==> src/rtl/region_guard_pkg.sv <==
package region_guard_pkg;
  typedef enum logic [1:0] {
    ACC_READ  = 2'd0,
    ACC_WRITE = 2'd1,
    ACC_FETCH = 2'd2
  } acc_kind_e;

  localparam int unsigned SIZE_W = 5;
  localparam int unsigned SRD_W  = 8;
  localparam int unsigned AP_W   = 3;
  localparam int unsigned ATTR_W = 6;
  localparam int unsigned SUB_MIN_SPAN = 9;  // log2 span above which slices count
endpackage

==> src/rtl/rg_region_match.sv <==
module rg_region_match
  import region_guard_pkg::*;
#(
  parameter int unsigned ADDR_W = 32
) (
  input  logic [ADDR_W-1:0] addr_i,
  input  logic              en_i,
  input  logic [ADDR_W-1:0] base_i,
  input  logic [SIZE_W-1:0] size_i,
  input  logic [SRD_W-1:0]  srd_i,
  output logic              hit_o
);
  logic [5:0]        span_log2;
  logic [ADDR_W-1:0] hi_mask;
  logic [2:0]        slice;
  logic              in_span;
  logic              slice_off;

  always_comb begin
    span_log2 = 6'(size_i) + 6'd1;
    hi_mask   = {ADDR_W{1'b1}} << span_log2;
    in_span   = ((addr_i ^ base_i) & hi_mask) == '0;
    slice     = 3'(addr_i >> (span_log2 - 6'd3));
    slice_off = (span_log2 >= 6'(SUB_MIN_SPAN)) && srd_i[slice];
    hit_o     = en_i && in_span && !slice_off;
  end
endmodule

==> src/rtl/rg_prio_pick.sv <==
module rg_prio_pick #(
  parameter int unsigned NREG  = 8,
  parameter int unsigned IDX_W = (NREG > 1) ? $clog2(NREG) : 1
) (
  input  logic [NREG-1:0]  hit_i,
  output logic             any_o,
  output logic [IDX_W-1:0] win_o
);
  // later index overrides earlier: highest match wins
  always_comb begin
    any_o = 1'b0;
    win_o = '0;
    for (int i = 0; i < int'(NREG); i++) begin
      if (hit_i[i]) begin
        any_o = 1'b1;
        win_o = IDX_W'(i);
      end
    end
  end
endmodule

==> src/rtl/rg_perm_eval.sv <==
module rg_perm_eval
  import region_guard_pkg::*;
(
  input  logic [AP_W-1:0] ap_i,
  input  logic            xn_i,
  input  logic [1:0]      kind_i,
  input  logic            priv_i,
  output logic            ok_o
);
  logic rd_ok, wr_ok;

  always_comb begin
    rd_ok = 1'b0;
    wr_ok = 1'b0;
    unique case (ap_i)
      3'd1: begin rd_ok = priv_i; wr_ok = priv_i; end
      3'd2: begin rd_ok = 1'b1;   wr_ok = priv_i; end
      3'd3: begin rd_ok = 1'b1;   wr_ok = 1'b1;   end
      3'd5: rd_ok = priv_i;
      3'd6, 3'd7: rd_ok = 1'b1;
      default: ;  // 0 and reserved 4: no access
    endcase
    case (acc_kind_e'(kind_i))
      ACC_WRITE: ok_o = wr_ok;
      ACC_FETCH: ok_o = rd_ok && !xn_i;
      default:   ok_o = rd_ok;
    endcase
  end
endmodule

==> src/rtl/region_guard.sv <==
module region_guard
  import region_guard_pkg::*;
#(
  parameter int unsigned ADDR_W = 32,
  parameter int unsigned NREG   = 8,
  localparam int unsigned IDX_W = (NREG > 1) ? $clog2(NREG) : 1
) (
  input  logic                     clk_i,
  input  logic                     rst_ni,
  input  logic                     req_valid_i,
  input  logic [ADDR_W-1:0]        req_addr_i,
  input  logic [1:0]               req_kind_i,
  input  logic                     req_priv_i,
  input  logic                     req_handler_i,
  input  logic                     unit_en_i,
  input  logic                     bg_en_i,
  input  logic                     handler_en_i,
  input  logic [NREG-1:0]          rgn_en_i,
  input  logic [NREG*ADDR_W-1:0]   rgn_base_i,
  input  logic [NREG*SIZE_W-1:0]   rgn_size_i,
  input  logic [NREG*SRD_W-1:0]    rgn_srd_i,
  input  logic [NREG*AP_W-1:0]     rgn_ap_i,
  input  logic [NREG-1:0]          rgn_xn_i,
  input  logic [NREG*ATTR_W-1:0]   rgn_attr_i,
  output logic                     rsp_valid_o,
  output logic                     permit_o,
  output logic                     fault_o,
  output logic                     fault_fetch_o,
  output logic                     hit_o,
  output logic [IDX_W-1:0]         region_o,
  output logic [ATTR_W-1:0]        attr_o
);
  logic [NREG-1:0]   hits;
  logic              any_hit;
  logic [IDX_W-1:0]  win;
  logic [AP_W-1:0]   ap_sel;
  logic              xn_sel;
  logic [ATTR_W-1:0] attr_sel;
  logic              rgn_ok;
  logic              active;
  logic              permit_c, hit_c;
  logic [IDX_W-1:0]  region_c;
  logic [ATTR_W-1:0] attr_c;

  for (genvar g = 0; g < int'(NREG); g++) begin : g_rgn
    rg_region_match #(.ADDR_W(ADDR_W)) u_match (
      .addr_i (req_addr_i),
      .en_i   (rgn_en_i[g]),
      .base_i (rgn_base_i[g*ADDR_W +: ADDR_W]),
      .size_i (rgn_size_i[g*SIZE_W +: SIZE_W]),
      .srd_i  (rgn_srd_i[g*SRD_W +: SRD_W]),
      .hit_o  (hits[g])
    );
  end

  rg_prio_pick #(.NREG(NREG), .IDX_W(IDX_W)) u_pick (
    .hit_i (hits),
    .any_o (any_hit),
    .win_o (win)
  );

  always_comb begin
    ap_sel   = rgn_ap_i[int'(win)*AP_W +: AP_W];
    xn_sel   = rgn_xn_i[win];
    attr_sel = rgn_attr_i[int'(win)*ATTR_W +: ATTR_W];
  end

  rg_perm_eval u_perm (
    .ap_i   (ap_sel),
    .xn_i   (xn_sel),
    .kind_i (req_kind_i),
    .priv_i (req_priv_i),
    .ok_o   (rgn_ok)
  );

  always_comb begin
    active   = unit_en_i && !(req_handler_i && !handler_en_i);
    permit_c = 1'b1;
    hit_c    = 1'b0;
    region_c = '0;
    attr_c   = '0;
    if (active) begin
      if (any_hit) begin
        permit_c = rgn_ok;
        hit_c    = 1'b1;
        region_c = win;
        attr_c   = attr_sel;
      end else begin
        permit_c = req_priv_i && bg_en_i;
      end
    end
  end

  always_ff @(posedge clk_i or negedge rst_ni) begin
    if (!rst_ni) begin
      rsp_valid_o   <= 1'b0;
      permit_o      <= 1'b0;
      fault_o       <= 1'b0;
      fault_fetch_o <= 1'b0;
      hit_o         <= 1'b0;
      region_o      <= '0;
      attr_o        <= '0;
    end else begin
      rsp_valid_o   <= req_valid_i;
      permit_o      <= req_valid_i && permit_c;
      fault_o       <= req_valid_i && !permit_c;
      fault_fetch_o <= req_valid_i && !permit_c && (req_kind_i == ACC_FETCH);
      hit_o         <= req_valid_i && hit_c;
      region_o      <= req_valid_i ? region_c : '0;
      attr_o        <= req_valid_i ? attr_c : '0;
    end
  end
endmodule

==> config.mk <==
export PLATFORM = sky130hd
export DESIGN_NAME = region_guard
export DESIGN_NICKNAME = d
export VERILOG_FILES = /design/src/rtl/region_guard_pkg.sv /design/src/rtl/rg_region_match.sv /design/src/rtl/rg_prio_pick.sv /design/src/rtl/rg_perm_eval.sv /design/src/rtl/region_guard.sv
export SDC_FILE = /design/constraint.sdc
export NUM_CORES = 1
export LEC_CHECK = 0
export BUFFER_PORTS_ARGS = -buffer_cell sky130_fd_sc_hd__buf_4
export CAP_MARGIN = 20
export CORE_MARGIN = 5
export CORE_UTILIZATION = 40
export CTS_CLUSTER_SIZE = 16
export DETAILED_ROUTE_END_ITERATION = 16
export GPL_TIMING_DRIVEN = 0
export PLACE_DENSITY = 0.64
export SLEW_MARGIN = 15
export SYNTH_ARGS = -nofsm -noshare
export SYNTH_HDL_FRONTEND = slang
export SYNTH_HIERARCHICAL = 1
export SYNTH_SLANG_ARGS = --single-unit
==> constraint.sdc <==
create_clock -name clk_i -period 0.8 [get_ports clk_i]
set_clock_uncertainty 0.2 [all_clocks]
set_input_delay 0.08 -clock clk_i [delete_from_list [all_inputs] [get_ports clk_i]]
set_output_delay 0.08 -clock clk_i [all_outputs]
set_load 0.005 [all_outputs]
==> Word-level counts from Yosys, hierarchy flattened <==
Index checks and enable logic that the tools add are counted.
W data, S select, Z words.
{ "classes": {"addsub": 16, "multipliers": 2, "n_lt_le_gt_ge": 17, "n_eq_ne": 8, "n_shift": 18, "n_mux": 46, "bitwise_logic": 16, "n_reduce_logical": 55} }
{ "op_table": {"columns": ["op", "n"], "rows": [
  ["$and A32 B32 Y32", 8],
  ["$logic_not A32 Y1", 8],
  ["$shl A32 B6 Y32 const A", 8],
  ["$shr A32 B6 Y3", 8],
  ["$xor A32 B32 Y32", 8],
  ["$add A5 B1 Y6 const B", 8],
  ["$ge A6 B4 Y1 const B", 8],
  ["$shiftx A48 B7 Y6", 1],
  ["$sub A6 B2 Y6 const B", 8],
  ["$lt A3 B4 Y1 const B", 9],
  ["$logic_and A1 B1 Y1", 32],
  ["$bmux W1 S3", 9],
  ["$shiftx A24 B6 Y3", 1],
  ["$mux W1", 22],
  ["$mux W3", 7],
  ["$mux W6", 3],
  ["$logic_not A1 Y1", 12],
  ["$mul A3 B2 Y5 const B", 2],
  ["$eq A3 B3 Y1 const B", 3],
  ["$eq A3 B2 Y1 const B", 2],
  ["$pmux W1 S2", 3],
  ["$mux W2", 2],
  ["$reduce_or A2 Y1", 2],
  ["$reduce_or A4 Y1", 1],
  ["3 further kinds", 3]
]} }
{ "totals": {"reg_bits": 14, "output_inout_bits": 14} }

==> Depth between registers and ports, before layout <==
{ "depth": {"ltp_word": 27, "depth_mapped": 30} }

==> Modules after synthesis <==
The synthesis kept the hierarchy.
{ "by_module_without_submodules": {"columns": ["module", "n_inst", "cells_per_inst", "area_each_um2", "seq_area_each_um2"], "rows": [
  ["rg_region_match (g_rgn[3].u_match ...)", 5, 223, 1904.3, 0.0],
  ["rg_region_match (g_rgn[0].u_match ...)", 2, 258, 1980.6, 0.0],
  ["rg_region_match (g_rgn[2].u_match)", 1, 230, 1991.9, 0.0],
  ["region_guard", 1, 102, 1123.6, 350.3],
  ["rg_perm_eval", 1, 10, 72.6, 0.0],
  ["rg_prio_pick", 1, 12, 57.6, 0.0]
]} }

==> Least setup slack after synthesis <==
Ideal clock, no wire load.
{ "synth_timing": {"kind": "input -> register", "start": "input rgn_size_i[10]", "end": "register fault_fetch_o", "arrival_time_ns": 5.464, "t_required_ns": 0.495, "setup_slack_ns": -4.970, "cell_stages": 29, "n_path_buf": 6, "path_cell_list": "buf_4 buf_6 buf_4 inv_1 ha_1 inv_2 a21oi_2 or4_4 buf_6 nand2_1 mux4_2 a22oi_4 o21ba_1 a221oi_1 a211oi_2 clkinv_1 a21oi_1 o31ai_1 buf_6 buf_12 mux4_2 nand2_1 nand2_1 or2_0 a221oi_2 nor2_1 nand2_1 o2111ai_1 nor4b_1"} }
{ "synth_via": {"elab_chain_cells": 26} }
{ "synth_lines": {"columns": ["element", "line", "text"], "rows": [
  ["from (decl)", "region_guard.sv:20", "input logic [NREG*SIZE_W-1:0] rgn_size_i,"],
  ["$add A5 B1 Y6 (*)", "rg_region_match.sv:20", "span_log2 = 6'(size_i) + 6'd1;"],
  ["$sub A6 B2 Y6", "rg_region_match.sv:23", "slice = 3'(addr_i >> (span_log2 - 6'd3));"],
  ["$shr A32 B6 Y3", "rg_region_match.sv:23", null],
  ["$bmux W1 S3", "rg_region_match.sv:24", "slice_off = (span_log2 >= 6'(SUB_MIN_SPAN)) && srd_i[slice];"],
  ["$mux W1 (not written as such)", "rg_region_match.sv:24", null],
  ["$logic_and A1 B1 Y1", "rg_region_match.sv:24", null],
  ["$logic_not A1 Y1", "rg_region_match.sv:25", "hit_o = en_i && in_span && !slice_off;"],
  ["$logic_and A1 B1 Y1 (*)", "rg_region_match.sv:25", null],
  ["net hits[2]", "region_guard.sv:33", "logic [NREG-1:0] hits;"],
  ["[6 not listed]", null, null],
  ["net win[0]", "region_guard.sv:35", "logic [IDX_W-1:0] win;"],
  ["[2 not listed]", null, null],
  ["net ap_sel[0]", "region_guard.sv:36", "logic [AP_W-1:0] ap_sel;"],
  ["[2 not listed]", null, null],
  ["$pmux W1 S2", "rg_perm_eval.sv:15", "unique case (ap_i)"],
  ["$logic_and A1 B1 Y1", "rg_perm_eval.sv:25", "ACC_FETCH: ok_o = rd_ok && !xn_i;"],
  ["$pmux W1 S2 (*)", "rg_perm_eval.sv:23", "case (acc_kind_e'(kind_i))"],
  ["net rgn_ok", "region_guard.sv:39", "logic rgn_ok;"],
  ["$mux W1 (*)", "region_guard.sv:83", "if (any_hit) begin"],
  ["$mux W1 (*)", "region_guard.sv:82", "if (active) begin"],
  ["$logic_not A1 Y1 (*)", "region_guard.sv:107", "fault_fetch_o <= req_valid_i && !permit_c && (req_kind_i == ACC_FETCH);"],
  ["$logic_and A1 B1 Y1 (*) (2 in series)", "region_guard.sv:107", null],
  ["to (signal assigned)", "region_guard.sv:107", null],
  ["to (decl)", "region_guard.sv:28", "output logic fault_fetch_o,"]
]} }
The timed path passes the listed nets; every way through them passes the cells marked *. The select of a mux whose other input is x is not followed.

==> Worst setup path after layout <==
Same ends and word-level chain as after synthesis.

==> summary.md <==
| Metric | Value |
|---|---|
| Synthesized area per cell | `~8.4 sq um` |
| Post-route minimum period | `around 5.2 ns` |
| Worst-Margin Slew | `approximately 0.74 ns` |
| Max VDD drop | `1.05 mV` |
| Wire per inst | `approximately 27 microns` |
| Syn nets | `about 2.5k` |
| Setup WS pre-CTS | `-5.85 ns` |
| First-pass GRT wire length | `roughly 120000 microns` |
| Vias in the first global route | `20.3k` |
| Syn Inst Count | `1985` |
| GP Congestion | `around 1` |
| Synth Flop Type | `dfrtp_1` |
| Drt pass-1 iters | `6` |
| Gr ovfl total | `0` |
| H-tree depth | `1` |
| Routed vias/inst | `~6.5` |
| Gate power share | `91.4%` |
| Slew headroom | `50.8%` |
| Worst Path Required | `0.75 ns` |
| Post-synth EDFFs | `0` |
| Nets | `~3.1k` |
| Chip width | `215 microns` |
| Detailed placement HPWL | `approximately 56000 microns` |
| DR vias | `20.3k` |
| Leading area contributor after synthesis | `mux4_2` |
| Fin. max-slew vios | `0` |
| Stages on the worst setup path | `29` |
| Worst hold slack | `-0.225 ns` |
| Final setup viols | `27` |
| Final WL | `83700 microns` |
| Total track usage | `33.8%` |
| WP buf/inv | `9` |
| # IOs | `504` |
| Unique masters post-synth | `105` |
| # hold bufs at CTS | `1` |
| Crit path max fanout | `8` |
| Synth area leaders | `mux4_2, xnor2_1, xor2_1` |
| CP dominant cell by count | `buf_12` |
| Switching power | `roughly 10 mW` |
| Achievable Freq | `a little under 0.2 GHz` |
| Pin count of the biggest net entering global routing | `35` |
| CTS tree | `done` |
| LEAKAGE | `9.41 nW` |
| Number of CTS-inserted buffers | `3` |
| Final Worst Setup Slack | `-4.40 ns` |
| Most frequent cells in the layout | `buf_4, xnor2_1, mux4_2, xor2_1, a21oi_1` |
| Yosys warning total | `6` |
| Clock share of power | `5.1%` |
| Seq/Total Area, Yosys | `2.09%` |
| Power share of the sequential group | `3.6%` |
| Hold Fails Final Rpt | `4` |
| CTS sink cnt | `14` |
| Share of cells above drive strength 1 | `40.9%` |
| Delay-heaviest family, CP | `simple AND/OR/NAND/NOR gates` |
| Final antenna-violating net count | `0` |
| Clock root cell | `clkbuf_16` |
| Fin Setup TNS | `-52.12 ns` |
| Initial antenna violation count | `13` |
| Sw frac | `49.7%` |
| Ys async rst share | `between 90% and 100%` |
| Mapped Area | `16700 sq um` |
| WS Path Type | `in2reg` |
| Worst setup endpoint | `fault_fetch_o$_DFF_PN0_` |
| Power Internal | `10.4 mW` |
| Status | `complete, but fails checks` |
| Clock-pin slew on the worst setup and hold paths | `0.05 ns` |
| CTS Buffer Depth | `2` |
| Most common cell after layout, fill and taps aside | `buf_4` |
| Area delta synth->final | `36.7%` |
| Core area | `41700 sq um` |
| Critical path startpoint | `rgn_size_i[10]` |
| Num rows | `75` |
| HP Class | `in2reg` |
| WP data arrival | `5.15 ns` |
| Max_cap viols | `0` |
| RSZ-0062 raised after global routing | `yes` |
| Power density over the cells | `905 nW/um^2` |
| Crit path capture type | `flip-flop` |
| Final period util | `650%` |
| Yosys top cell area share | `a little under a fifth` |
| Max stage delay cell, worst path | `or4_4` |
| Startpoint types | `input port` |
| Die area | `46000 sq um` |
| PortBufs | `494` |
| Vert. Die Dim | `215 microns` |
| Max stage delay on crit path | `0.62 ns` |
| Post-route DRC violation count | `0` |
| Initial core utilization | `40.2%` |
| Violated checks | `hold timing, setup timing` |
| Initial DRC count | `2209` |
| Synth Register Bits | `14` |
-- power by group through the flow --
| stage | Clock [mW] | Sequential [mW] | Combinational, mW |
|---|---|---|---|
| after global placement | 0 | 0.744 | 16.3 |
| after global routing | 1.10 | 0.737 | 20.0 |
| final | 1.05 | 0.737 | 18.9 |
| after floorplan | 0 | 0.743 | 10.7 |
| after CTS | 1.07 | 0.737 | 17.9 |
| after detailed placement | 0 | 0.745 | 16.5 |
-- worst min-delay path by stage --
stage,startpoint,endpoint,cells after the start
6_report,req_valid_i,rsp_valid_o$_DFF_PN0_,1
5_1_grt,req_valid_i,rsp_valid_o$_DFF_PN0_,1
4_1_cts,req_valid_i,rsp_valid_o$_DFF_PN0_,1
3_5_place_dp,rst_ni,fault_fetch_o$_DFF_PN0_,1
3_3_place_gp,rst_ni,fault_fetch_o$_DFF_PN0_,1
2_1_floorplan,rst_ni,attr_o[0]$_DFF_PN0_,0
-- repair_timing --
item                                    4_1_cts  5_1_grt
hold endpoints to repair                     18        4
buffers inserted                             43       27
pin swaps                                    36       44
endpoints found under the setup margin       27       27
gates resized for setup                     159       66
-- registers in the layout (all words and copies together) (netlist names) --
signal	count
region_o	3
fault_fetch_o	1
rsp_valid_o	1
permit_o	1
hit_o	1
fault_o	1
attr_o	6
-- layer usage --
layer	up-vias	GRT usage, %	routed length (microns)
met2	1369	56.3	39000
met3	332	6.44	8650
met5	-	0	43
met1	9743	42.0	31400
met4	6	16.4	4670
li1	8873	-	-
-- kinds of logic (layout without fill, tap and decap cells) --
logic type,Yosys count,in the layout,share of synthesized area (%)
AO/OA/AOI/OAI,587,587,25.3
AND/OR/NAND/NOR,546,546,16.8
other,0,11,0
XOR/XNOR,309,309,17.1
adder cells (fa/ha/maj),57,57,4.16
buffers and inverters,177,745,5.59
flip-flops,14,14,2.09
multiplexers,295,295,28.9
-- cells in the mapped netlist, types with 17 or more instances --
cell and n:
a211oi_1 20, a21oi_1 131, a221oi_1 20, a22oi_1 23
and3_1 36, buf_2 30, buf_4 38, clkbuf_1 22
ha_1 50, inv_1 49, mux2_2 28, mux2i_1 114
mux4_2 135, nand2_1 123, nand2b_1 28, nand3_1 54
nor2_1 121, nor2b_1 18, nor3_1 53, nor4_1 17
o211ai_1 21, o21ai_0 108, o21ai_1 25, o22ai_1 26
xnor2_1 152, xor2_1 136
-- metrics by stage --
stage          utilization (%)  std cells  power [mW]  cell area (sq um)
4_1_cts                   53.7       3065        19.7              22400
6_report                  54.9       3103        20.7              22900
3_5_place_dp              50.9       3018        17.3              21200
3_3_place_gp              50.9       3018        17.0              21200
5_1_grt                   54.8       3098        21.9              22900
2_1_floorplan                -       1985        11.4              16800
-- layout make-up --
| cell class | instances | area [sq um] |
|---|---|---|
| Clock buffer | 4 | 88.8 |
| Timing Repair Buffer | 565 | 4320 |
| Tap cell | 539 | 674 |
| Fill cell | 3830 | 18800 |
| Sequential cell | 14 | 350 |
| Buffer | 109 | 865 |
| Antenna cell | 11 | 27.5 |
| Inverter | 67 | 292 |
| Multi-Input combinational cell | 1794 | 16200 |
(Power assumes the default switching activity.)
